## src/rtl/ppi_pkg.sv

```systemverilog
package ppi_pkg;

  localparam int RATE_W    = 4;
  localparam int ALIAS_ADD = 7;
  localparam int ALIAS_MAX = 2;
  localparam int MAX_SHIFT = (1 << RATE_W) - 2;
  localparam int CNT_W     = MAX_SHIFT + 1;
  localparam int SHIFT_W   = $clog2(MAX_SHIFT + 1);

  typedef logic [RATE_W-1:0]  rate_t;
  typedef logic [SHIFT_W-1:0] shift_t;
  typedef logic [CNT_W-1:0]   tcount_t;

  typedef struct packed {
    logic  pie;
    logic  sqwe;
    rate_t rate;
  } ppi_cfg_t;

  // Period exponent for a nonzero rate code; the two fastest codes are aliased.
  function automatic shift_t rate_to_shift(input rate_t code);
    logic [RATE_W:0] eff;
    if (code == '0) begin
      return '0;
    end
    if (int'(code) <= ALIAS_MAX) begin
      eff = {1'b0, code} + (RATE_W+1)'(ALIAS_ADD);
    end else begin
      eff = {1'b0, code};
    end
    return shift_t'(eff - (RATE_W+1)'(1));
  endfunction

endpackage

```

## src/rtl/ppi_timebase_cnt.sv

```systemverilog
module ppi_timebase_cnt #(
  parameter int W = 15
) (
  input  logic         clk,
  input  logic         rst,
  input  logic         adv,
  output logic [W-1:0] cnt,
  output logic [W-1:0] cnt_next
);

  assign cnt_next = cnt + W'(1);

  always_ff @(posedge clk) begin
    if (rst) begin
      cnt <= '0;
    end else if (adv) begin
      cnt <= cnt_next;
    end
  end

  // the count advances by exactly one per strobe, never jumps or clears
  a_r8_count_step: assert property (@(posedge clk) disable iff (rst)
    adv |=> (cnt == $past(cnt) + W'(1)));

  // without a strobe the count holds
  a_r9_count_hold: assert property (@(posedge clk) disable iff (rst)
    !adv |=> $stable(cnt));

endmodule

```

## src/rtl/ppi_rate_decode.sv

```systemverilog
module ppi_rate_decode
  import ppi_pkg::*;
#(
  parameter int W = CNT_W
) (
  input  rate_t        rate,
  output logic         rate_on,
  output logic [W-1:0] low_mask
);

  shift_t shamt;

  assign shamt   = rate_to_shift(rate);
  assign rate_on = (rate != '0);

  // One mask bit per count bit: set for every bit below the period exponent.
  for (genvar i = 0; i < W; i++) begin : g_mask
    assign low_mask[i] = rate_on && (int'(shamt) > i);
  end

endmodule

```

## src/rtl/ppi_tick_detect.sv

```systemverilog
module ppi_tick_detect #(
  parameter int W = 15
) (
  input  logic         adv,
  input  logic         run,
  input  logic [W-1:0] cnt_next,
  input  logic [W-1:0] low_mask,
  output logic         tick
);

  logic aligned;

  assign aligned = ((cnt_next & low_mask) == '0);
  assign tick    = adv && run && aligned;

endmodule

```

## src/rtl/ppi_divider.sv

```systemverilog
module ppi_divider
  import ppi_pkg::*;
#(
  parameter bit HAS_SQW = 1'b1
) (
  input  logic              clk,
  input  logic              rst,
  input  logic              tb_tick,
  input  logic [RATE_W-1:0] rate_sel,
  input  logic              pie_en,
  input  logic              sqw_en,
  output logic              pf_evt,
  output logic              sqw_pulse
);

  ppi_cfg_t cfg;
  tcount_t  cnt, cnt_next, low_mask;
  logic     rate_on, run, tick, sqw_gate;

  assign cfg.pie  = pie_en;
  assign cfg.sqwe = sqw_en;
  assign cfg.rate = rate_sel;

  ppi_timebase_cnt #(.W(CNT_W)) u_cnt (
    .clk      (clk),
    .rst      (rst),
    .adv      (tb_tick),
    .cnt      (cnt),
    .cnt_next (cnt_next)
  );

  ppi_rate_decode #(.W(CNT_W)) u_dec (
    .rate     (cfg.rate),
    .rate_on  (rate_on),
    .low_mask (low_mask)
  );

  if (HAS_SQW) begin : g_sqw
    assign sqw_gate = cfg.sqwe;
  end else begin : g_nosqw
    assign sqw_gate = 1'b0;
  end

  assign run = rate_on && (cfg.pie || sqw_gate);

  ppi_tick_detect #(.W(CNT_W)) u_det (
    .adv      (tb_tick),
    .run      (run),
    .cnt_next (cnt_next),
    .low_mask (low_mask),
    .tick     (tick)
  );

  always_ff @(posedge clk) begin
    if (rst) begin
      pf_evt    <= 1'b0;
      sqw_pulse <= 1'b0;
    end else begin
      pf_evt    <= tick && cfg.pie;
      sqw_pulse <= tick && sqw_gate;
    end
  end

  // reset leaves both outputs low
  a_r1_reset_quiet: assert property (@(posedge clk)
    rst |=> (!pf_evt && !sqw_pulse));

  // code zero never produces a pulse
  a_r2_code_zero: assert property (@(posedge clk) disable iff (rst)
    (rate_sel == '0) |=> (!pf_evt && !sqw_pulse));

  // periodic event needs its enable
  a_r6_pie_gate: assert property (@(posedge clk) disable iff (rst)
    !pie_en |=> !pf_evt);

  // square-wave pulse needs its enable
  a_r7_sqw_gate: assert property (@(posedge clk) disable iff (rst)
    !sqw_en |=> !sqw_pulse);

  // pulses only follow a strobe and never last two cycles (shortest period is 4)
  a_r9_needs_strobe: assert property (@(posedge clk) disable iff (rst)
    !tb_tick |=> (!pf_evt && !sqw_pulse));

  a_r9_single_cycle: assert property (@(posedge clk) disable iff (rst)
    pf_evt |=> !pf_evt);

endmodule

```

## config.mk

```make
export PLATFORM = sky130hd
export DESIGN_NAME = ppi_divider
export DESIGN_NICKNAME = d
export VERILOG_FILES = /design/src/rtl/ppi_pkg.sv /design/src/rtl/ppi_timebase_cnt.sv /design/src/rtl/ppi_rate_decode.sv /design/src/rtl/ppi_tick_detect.sv /design/src/rtl/ppi_divider.sv
export SDC_FILE = /design/constraint.sdc
export NUM_CORES = 1
export LEC_CHECK = 0
export BUFFER_PORTS_ARGS = -buffer_cell sky130_fd_sc_hd__buf_4
export CAP_MARGIN = 20
export CORE_MARGIN = 2
export CORE_UTILIZATION = 55
export DETAILED_ROUTE_END_ITERATION = 8
export GPL_ROUTABILITY_DRIVEN = 0
export PLACE_DENSITY = 0.78
export SYNTH_ARGS = -nofsm -noshare
export SYNTH_HDL_FRONTEND = slang
export SYNTH_SLANG_ARGS = --single-unit
```

## constraint.sdc

```tcl
create_clock -name clk -period 3.5 [get_ports clk]
set_input_delay 0.35 -clock clk [delete_from_list [all_inputs] [get_ports clk]]
set_output_delay 0.35 -clock clk [all_outputs]
set_load 0.01 [all_outputs]
```

After elaboration in Yosys (flattened, before gate mapping)

Cells that the tools add are included.

Memories kept: 0
Bits in writable memories: 0
Latch bits: 0
Memory bits (read-only): 0
Word-level logic and storage cells: 52
Input port bits: 9
Bits in registers: 17
Output and inout port bits: 2

Div/mod/pow operators: 0
Multipliers: 0
$add $sub $neg: 3
Reduce and logical (&&, ||, !) cells: 24
Muxes and demuxes: 5
Shifts and indexed selects: 0
Equality and inequality tests: 0
Bitwise logic cells: 1
$lt $le $gt $ge: 16

Operator list:

| kind                                                           | number |
|---|---|
| > comparator 4 bit, second input constant                      | 7 |
| logical AND 1 bit                                              | 20 |
| > comparator 4 x 3 -> 1 bit, second input constant             | 4 |
| two-way mux 4 bit                                              | 4 |
| adder 15 x 1 -> 15 bit, second input constant                  | 1 |
| bitwise AND 15 bit                                             | 1 |
| zero test 15 bit                                               | 1 |
| > comparator 4 x 1 -> 1 bit, second input constant             | 2 |
| > comparator 4 x 2 -> 1 bit, second input constant             | 2 |
| adder 4 x 3 -> 4 bit, second input constant                    | 1 |
| less-or-equal comparator 4 x 2 -> 1 bit, second input constant | 1 |
| zero test 4 bit                                                | 1 |
| nonzero test 4 bit                                             | 1 |
| subtractor 4 x 1 -> 4 bit, second input constant               | 1 |
| logical OR 1 bit                                               | 1 |
| two-way mux 1 bit                                              | 1 |

Logic depth before layout (Yosys ltp)

Gate-level depths: netlist of the first run.

Depth in word-level cells: 11
Depth in mapped cells: 13
Mapped depth without buffers: 12

Modules after synthesis

Synthesis of the first run repeated with hierarchy kept, for this count alone.

Cell total of the unflattened synthesis: 185
Area total of the unflattened synthesis: 1586.5 µm²

Modules (own cells, without submodules):

| module           | sequential area each (µm²) | cells an instance | instances | area an instance (µm²) |
|---|---|---|---|---|
| ppi_timebase_cnt | 300.3                      | 114               | 1         | 996.0 |
| ppi_rate_decode  | 0.0                        | 53                | 1         | 439.2 |
| ppi_tick_detect  | 0.0                        | 13                | 1         | 86.3 |
| ppi_divider      | 40.0                       | 5                 | 1         | 65.1 |

Worst setup path after synthesis of the first run

Ideal clock, no wire load.

Path kind: input-to-reg
Start point: in rate_sel[0]
End point: reg pf_evt
Path buffers: 1
Required time: 3375 ps
Arrival time: 2527 ps
Library setup time: 125 ps
Setup slack: 848 ps
Stages on the path: 12
Cell sequence: inv_1 ha_1 nand2b_1 a21oi_1 nor2_1 ha_1 clkbuf_1 and4_1 or4_1 a32o_1 nand4_1 nor3b_1

Longest elaborated chain between the ends: 11
Elaborated cells between the ends (all ways): 45
Those cells by class: add/sub (2); order compare (16); mux (4); bitwise (1); reduce/logical (22)

Ends and longest elaborated chain:

| element                                                                         | line                         | RTL |
|---|---|---|
| from (decl)                                                                     | ppi_divider.sv:9             | `input logic [RATE_W-1:0] rate_sel,` |
| adder 4 x 3 -> 4 bit or less-or-equal comparator 4 x 2 -> 1 bit (tied branches) | ppi_pkg.sv:27, ppi_pkg.sv:26 |  |
| two-way mux 4 bit (2 in series)                                                 | ppi_pkg.sv:26                | `if (int'(code) <= ALIAS_MAX) begin` |
| subtractor 4 x 1 -> 4 bit                                                       | ppi_pkg.sv:31                | `return shift_t'(eff - (RATE_W+1)'(1));` |
| two-way mux 4 bit                                                               | ppi_pkg.sv:26                |  |
| > comparator 4 x 1 -> 1 bit, or another cell as far along                       | ppi_rate_decode.sv:18        | `assign low_mask[i] = rate_on && (int'(shamt) > i);` |
| logical AND 1 bit                                                               | ppi_rate_decode.sv:18        |  |
| bitwise AND 15 bit                                                              | ppi_tick_detect.sv:13        | `assign aligned = ((cnt_next & low_mask) == '0);` |
| zero test 15 bit                                                                | ppi_tick_detect.sv:13        |  |
| logical AND 1 bit *                                                             | ppi_tick_detect.sv:14        | `assign tick = adv && run && aligned;` |
| logical AND 1 bit *                                                             | ppi_divider.sv:59            | `pf_evt <= tick && cfg.pie;` |
| to (signal assigned)                                                            | ppi_divider.sv:59            |  |
| to (decl)                                                                       | ppi_divider.sv:12            | `output logic pf_evt,` |

Every way passes the cells marked *; elsewhere a longest branch is shown, timed or not. The select of a mux whose other input is x is not followed.
A chain may end at the register's enable or synchronous reset.

Worst setup path in the final report of the first run

Same ends and word-level chain as after synthesis.

==> results of run 1 <==
[metrics by stage]
stage	instance area (µm²)	utilization (%)	std cells
after CTS	1480	60.4	219
after floorplan	1410	-	189
after global placement	1460	59.3	215
after global routing	1480	60.4	219
after detailed placement	1460	59.3	215
final	1480	60.4	219
[synth_stat cells (all sizes together) (5+ instances only)]
cell type and n:
o21ai 7, or3 6, dfxtp 17, nand4 10
buf 7, nor2 21, nor3 5, nand2 15
clkbuf 7, inv 5, nand3 5, xor2 14
a21oi 12, nor2b 5
[state kept, by name (all words and copies together), names as in the netlist]
register	flops
pf_evt	1
u_cnt.cnt	15
sqw_pulse	1
[layout make-up]
type / instances / area share, %
Inverter: 5 / 1.27
Clock buffer: 4 / 1.77
Multi-Input combinational cell: 153 / 66.4
Timing Repair Buffer: 10 / 5.06
Sequential cell: 17 / 23.0
Tap cell: 30 / 2.53
[worst min path at each step]
stage / slack, ps / endpoint
detailed placement: 520 / u_cnt.cnt[14]$_SDFFE_PP0P_
CTS: 320 / sqw_pulse$_SDFF_PP0_
floorplan: 470 / u_cnt.cnt[14]$_SDFFE_PP0P_
finish: 330 / sqw_pulse$_SDFF_PP0_
global placement: 480 / u_cnt.cnt[14]$_SDFFE_PP0P_
global route: 320 / pf_evt$_SDFF_PP0_
[worst max-delay path: stages]
cell	delay, ps
buf_4	110
inv_1	100
ha_1	250
nand2b_1	220
a21oi_1	260
nor2_1	80
ha_1	400
and4_1	260
or4_1	470
a32o_1	220
nand4_1	120
nor3b_1	60
[power breakdown]
group / leakage, µW / total [µW] / switching (µW) / internal (µW)
sequential: 0.000137 / 201 / 4.65 / 196
clock: 0.0000150 / 106 / 61.5 / 44.4
combinational: 0.000397 / 82.8 / 47.6 / 35.2
[per-layer routing]
metal	wire length [µm]	up-vias
li1	-	688
met1	1520	617
met2	1500	41
met3	150	3
met4	22	0
met5	0	-
[cells by family after synthesis]
group,count (synthesis),synth area share (%)
AND/OR/NAND/NOR,88,34.0
AO/OA/AOI/OAI,40,19.0
buffers and inverters,19,5.87
XOR/XNOR,18,11.2
flip-flops,17,24.2
adder cells (fa/ha/maj),4,3.56
multiplexers,3,2.13
==> impl_metrics.yaml, run 1 <==
timing:
  final-hold-violation-count: 0
  skew_ps: 4.77
  rsz0062_at_grt: "no"
  fin_crit_sh_pct: 77.7
  period_minus_slack_ps: 2720
  relSlewSlack_pct: 72.7
  fmax_mhz: 368
  fin_ws_ps: 782
  fin_setup_tns_ps: 0
  setup_viol: 0
  worst_pin_slew_ps: 408
  report.final.slew_viol_count: 0
  worst_hold_slack_ps: 327
placement:
  port_buffers: 10
  place_ws_ps: 551
  place_hpwl_um: 2360
finish:
  final_nets: 203
  syn_to_final_growth_pct: 5.33
  seqCellArea_um2: 340
  multi_input_area_um2: 985
  layout-drive-gt1-share_pct: 9.52
  layout_common_cells: "21 x nor2_1, 17 x dfxtp_1, 15 x nand2_1, 14 x xor2_1, 11 x a21oi_1"
  antenna_cells: 0
  nFillCells: 209
  mostFrequentLayoutCell: "nor2_1"
drt:
  drc_errors: 0
  drtIter0Drc: 44
  drt-pass1-iter-count: 4
  postRouteAntennaNets: 0
  viasPerCell: 6.16
  vias: 1349
  wl_per_cell_um: 14.6
  routed_wl_um: 3190
worst_hold_path:
  hold_depth: 2
  hp-class: "input port to flip-flop"
  min-delay-start: "sqw_en"
critical_path:
  r2r-end: "pf_evt$_SDFF_PP0_"
  rr_worst_depth: 7
  r2r_slack_ps: 1190
  critPathArrivalTime_ps: 2900
  critPathRequiredTime_ps: 3680
  reg2reg_from: "u_cnt.cnt[0]$_SDFFE_PP0P_"
  worstSetupPathType: "input port to flip-flop"
  cp-end-kind: "flip-flop"
  crit_fanout: 9
  crit_end: "pf_evt$_SDFF_PP0_"
  setup.worst_path.start_class: "input port"
  crit_path_start: "rate_sel[0]"
cts:
  post_cts_resize_count: 0
  cts_buffers: 3
  numClockSinks: 17
  path_clk_slew_ps: 100
  ctsHoldBuffers: 0
  cts_tree: "done"
  clk_path_buf_depth: 2
  cts_setup_buffers: 0
  root_buffer: "clkbuf_4"
  cts_max_level: 1
  clock_latency_ps: 290
die:
  die_h_um: 54.6
  rows: 18
  coreArea_mm2: 0.00245
  start_util_pct: 57.3
  dieWidth_um: 54.6
  dieArea_mm2: 0.00298
  io_pins: 11
pwr:
  p_total_uw: 390
  p_leak_uw: 0.000549
  powerDensity_mw_per_mm2: 263
  ir_drop_uv: 208
synthesis:
  ys_types: 45
  synth_edf_count: 0
  avgSynthCellArea_um2: 7.45
  synth_nets: 202
  yosysWarnings: 0
  yosys.area.top_type_share_pct: 24.2
  synth-seq-cells: 17
  yosys.area.top_type: "dfxtp_1"
  synthArstFlopShare_pct: 0
  syn_inst: 189
  netlist_area_mm2: 0.00141
  synth-main-ff-cell: "dfxtp_1"
  ys_seq_area_share_pct: 24.2
  synthTopCellsByArea: "dfxtp_1 24%, xor2_1 8.7%, nor2_1 5.6%, nand4_1 4.4%, nand2_1 4.0%"
grt:
  antenna_found_initial: 0
  use_met2_pct: 42.1
  grt_usage_pct: 24.4
  grt_max_degree: 17
  grt_pass1_vias: 1271
  met3_usage_pct: 2.46
  grt_pass1_wl_um: 5430
  grt_remaining_overflow: 0
  grt-busiest-layer: "met2"
  use_met1_pct: 31.8
outcome:
  status: "finished clean"
job:
  maxCapViolations: 0
Note: power is estimated with default switching activity, not from simulation.
==> inputs of run 2 (changes only) <==
clock period = 2.7 ns   (was 3.5 ns; I/O delays follow)
==> impl_metrics.yaml, run 2 (same netlist as run 1, synthesis figures left out) <==
outcome:
  status: "finished clean"
grt:
  grt_remaining_overflow: 0
  grt_usage_pct: 22.4
  antenna_found_initial: 0
  grt_pass1_wl_um: 4970
  grt_max_degree: 17
  grt_pass1_vias: 1188
die:
  die_h_um: 54.6
  dieWidth_um: 54.6
  rows: 18
  start_util_pct: 57.3
  coreArea_mm2: 0.00245
  dieArea_mm2: 0.00298
  io_pins: 11
critical_path:
  worst-path-buf-inv: 2
  r2r_slack_ps: 410
  setup.worst_path.start_class: "input port"
  rr_worst_depth: 7
  critPathArrivalTime_ps: 2700
  path_depth: 13
  critical_path.most_common_cell: "ha_1"
  cp_slowest_cell: "ha_1"
  critPathRequiredTime_ps: 2930
  cp-end-kind: "flip-flop"
  worstSetupPathType: "input port to flip-flop"
  crit_end: "pf_evt$_SDFF_PP0_"
  reg2reg_from: "u_cnt.cnt[1]$_SDFFE_PP0P_"
  r2r-end: "pf_evt$_SDFF_PP0_"
  crit_chain: "buf_4, inv_1, ha_1, nand2b_1, a21oi_1, nor2_1, ha_1, nor2b_1, nor4b_1, o211ai_1, a211oi_1, nand4_1, nor3b_1"
  crit_path_start: "rate_sel[0]"
  crit_family: "simple AND/OR/NAND/NOR gates"
  slowest_delay_ps: 450
  crit_fanout: 9
finish:
  syn_to_final_growth_pct: 9.60
  antenna_cells: 0
  finish.utilization_pct: 62.8
  layout_common_cells: "21 x nor2_1, 18 x buf_4, 17 x dfxtp_1, 15 x nand2_1, 14 x xor2_1"
  final_nets: 211
  layout-drive-gt1-share_pct: 13.2
  largest_register_ffs: 15
  final_cells: 227
  mostFrequentLayoutCell: "nor2_1"
  regMostFlops: "u_cnt.cnt"
  top_regs: "u_cnt.cnt (15), pf_evt (1), sqw_pulse (1)"
placement:
  port_buffers: 10
  dp.cells: 223
  place_hpwl_um: 2410
  place_ws_ps: -69.2
cts:
  cts_max_level: 1
  post_cts_resize_count: 0
  root_buffer: "clkbuf_4"
  clock_latency_ps: 300
  numClockSinks: 17
  clk_path_buf_depth: 2
  cts_buffers: 3
  cts_tree: "done"
  path_clk_slew_ps: 100
  ctsHoldBuffers: 0
  cts_setup_buffers: 0
drt:
  drt-pass1-iter-count: 4
  vias: 1389
  viasPerCell: 6.12
  wl_per_cell_um: 14.2
  routed_wl_um: 3220
  drtIter0Drc: 37
  postRouteAntennaNets: 0
  drc_errors: 0
pwr:
  powerDensity_mw_per_mm2: 337
  ir_drop_uv: 331
  p_leak_uw: 0.000590
timing:
  setup_viol: 0
  report.final.slew_viol_count: 0
  period_minus_slack_ps: 2480
  fin_crit_sh_pct: 91.7
  rsz0062_at_grt: "no"
  final-hold-violation-count: 0
  skew_ps: 5.82
  fin_ws_ps: 224
  relSlewSlack_pct: 71.8
  worst_pin_slew_ps: 419
  worst_hold_slack_ps: 239
  fmax_mhz: 404
job:
  maxCapViolations: 0
worst_hold_path:
  hp-class: "input port to flip-flop"
[run 2: power breakdown]
part           internal, µW  switching, µW
logic                  54.2           65.8
registers               254           4.00
clock network          57.6           84.3
[run 2: worst min-delay path by stage]
stage | start | end | slack [ps] | cells past startpoint
detailed placement | u_cnt.cnt[14]$_SDFFE_PP0P_ | u_cnt.cnt[14]$_SDFFE_PP0P_ | 500 | 2
finish | sqw_en | sqw_pulse$_SDFF_PP0_ | 240 | 2
global placement | u_cnt.cnt[14]$_SDFFE_PP0P_ | u_cnt.cnt[14]$_SDFFE_PP0P_ | 480 | 2
global route | sqw_en | sqw_pulse$_SDFF_PP0_ | 250 | 2
floorplan | pie_en | pf_evt$_SDFF_PP0_ | 440 | 1
CTS | sqw_en | sqw_pulse$_SDFF_PP0_ | 240 | 2
[run 2: stage by stage]
stage / area [µm²] / setup TNS [ps] / total power [µW]
CTS: 1540 / 0 / 523
global placement: 1520 / 0 / 376
floorplan: 1410 / 0 / 342
global route: 1540 / 0 / 542
finish: 1540 / 0 / 520
detailed placement: 1520 / -135 / 382
[run 2: area by class of cell]
type / instances / area, µm²
clock buffers: 4 / 26.3
well taps: 30 / 37.5
flip-flops and latches: 17 / 340
repair buffers: 18 / 135
inverters: 5 / 18.8
multi-input cells: 153 / 985
fillers: 237 / 912
[run 2: per-layer routing]
| layer | up-vias | global-route usage [%] | wire length (µm) |
|---|---|---|---|
| li1 | 701 | - | - |
| met1 | 638 | 28.3 | 1540 |
| met2 | 43 | 38.1 | 1520 |
| met3 | 7 | 2.19 | 109 |
| met4 | 0 | 9.58 | 58 |
| met5 | - | 0 | 0 |
[run 2: worst reg2reg max path, delay by kind of cell (launching register included)]
family | cells | cell delay, ps
fa+ha+maj | 1 | 350
compound gates | 2 | 430
flops | 1 | 430
simple gates | 4 | 1000
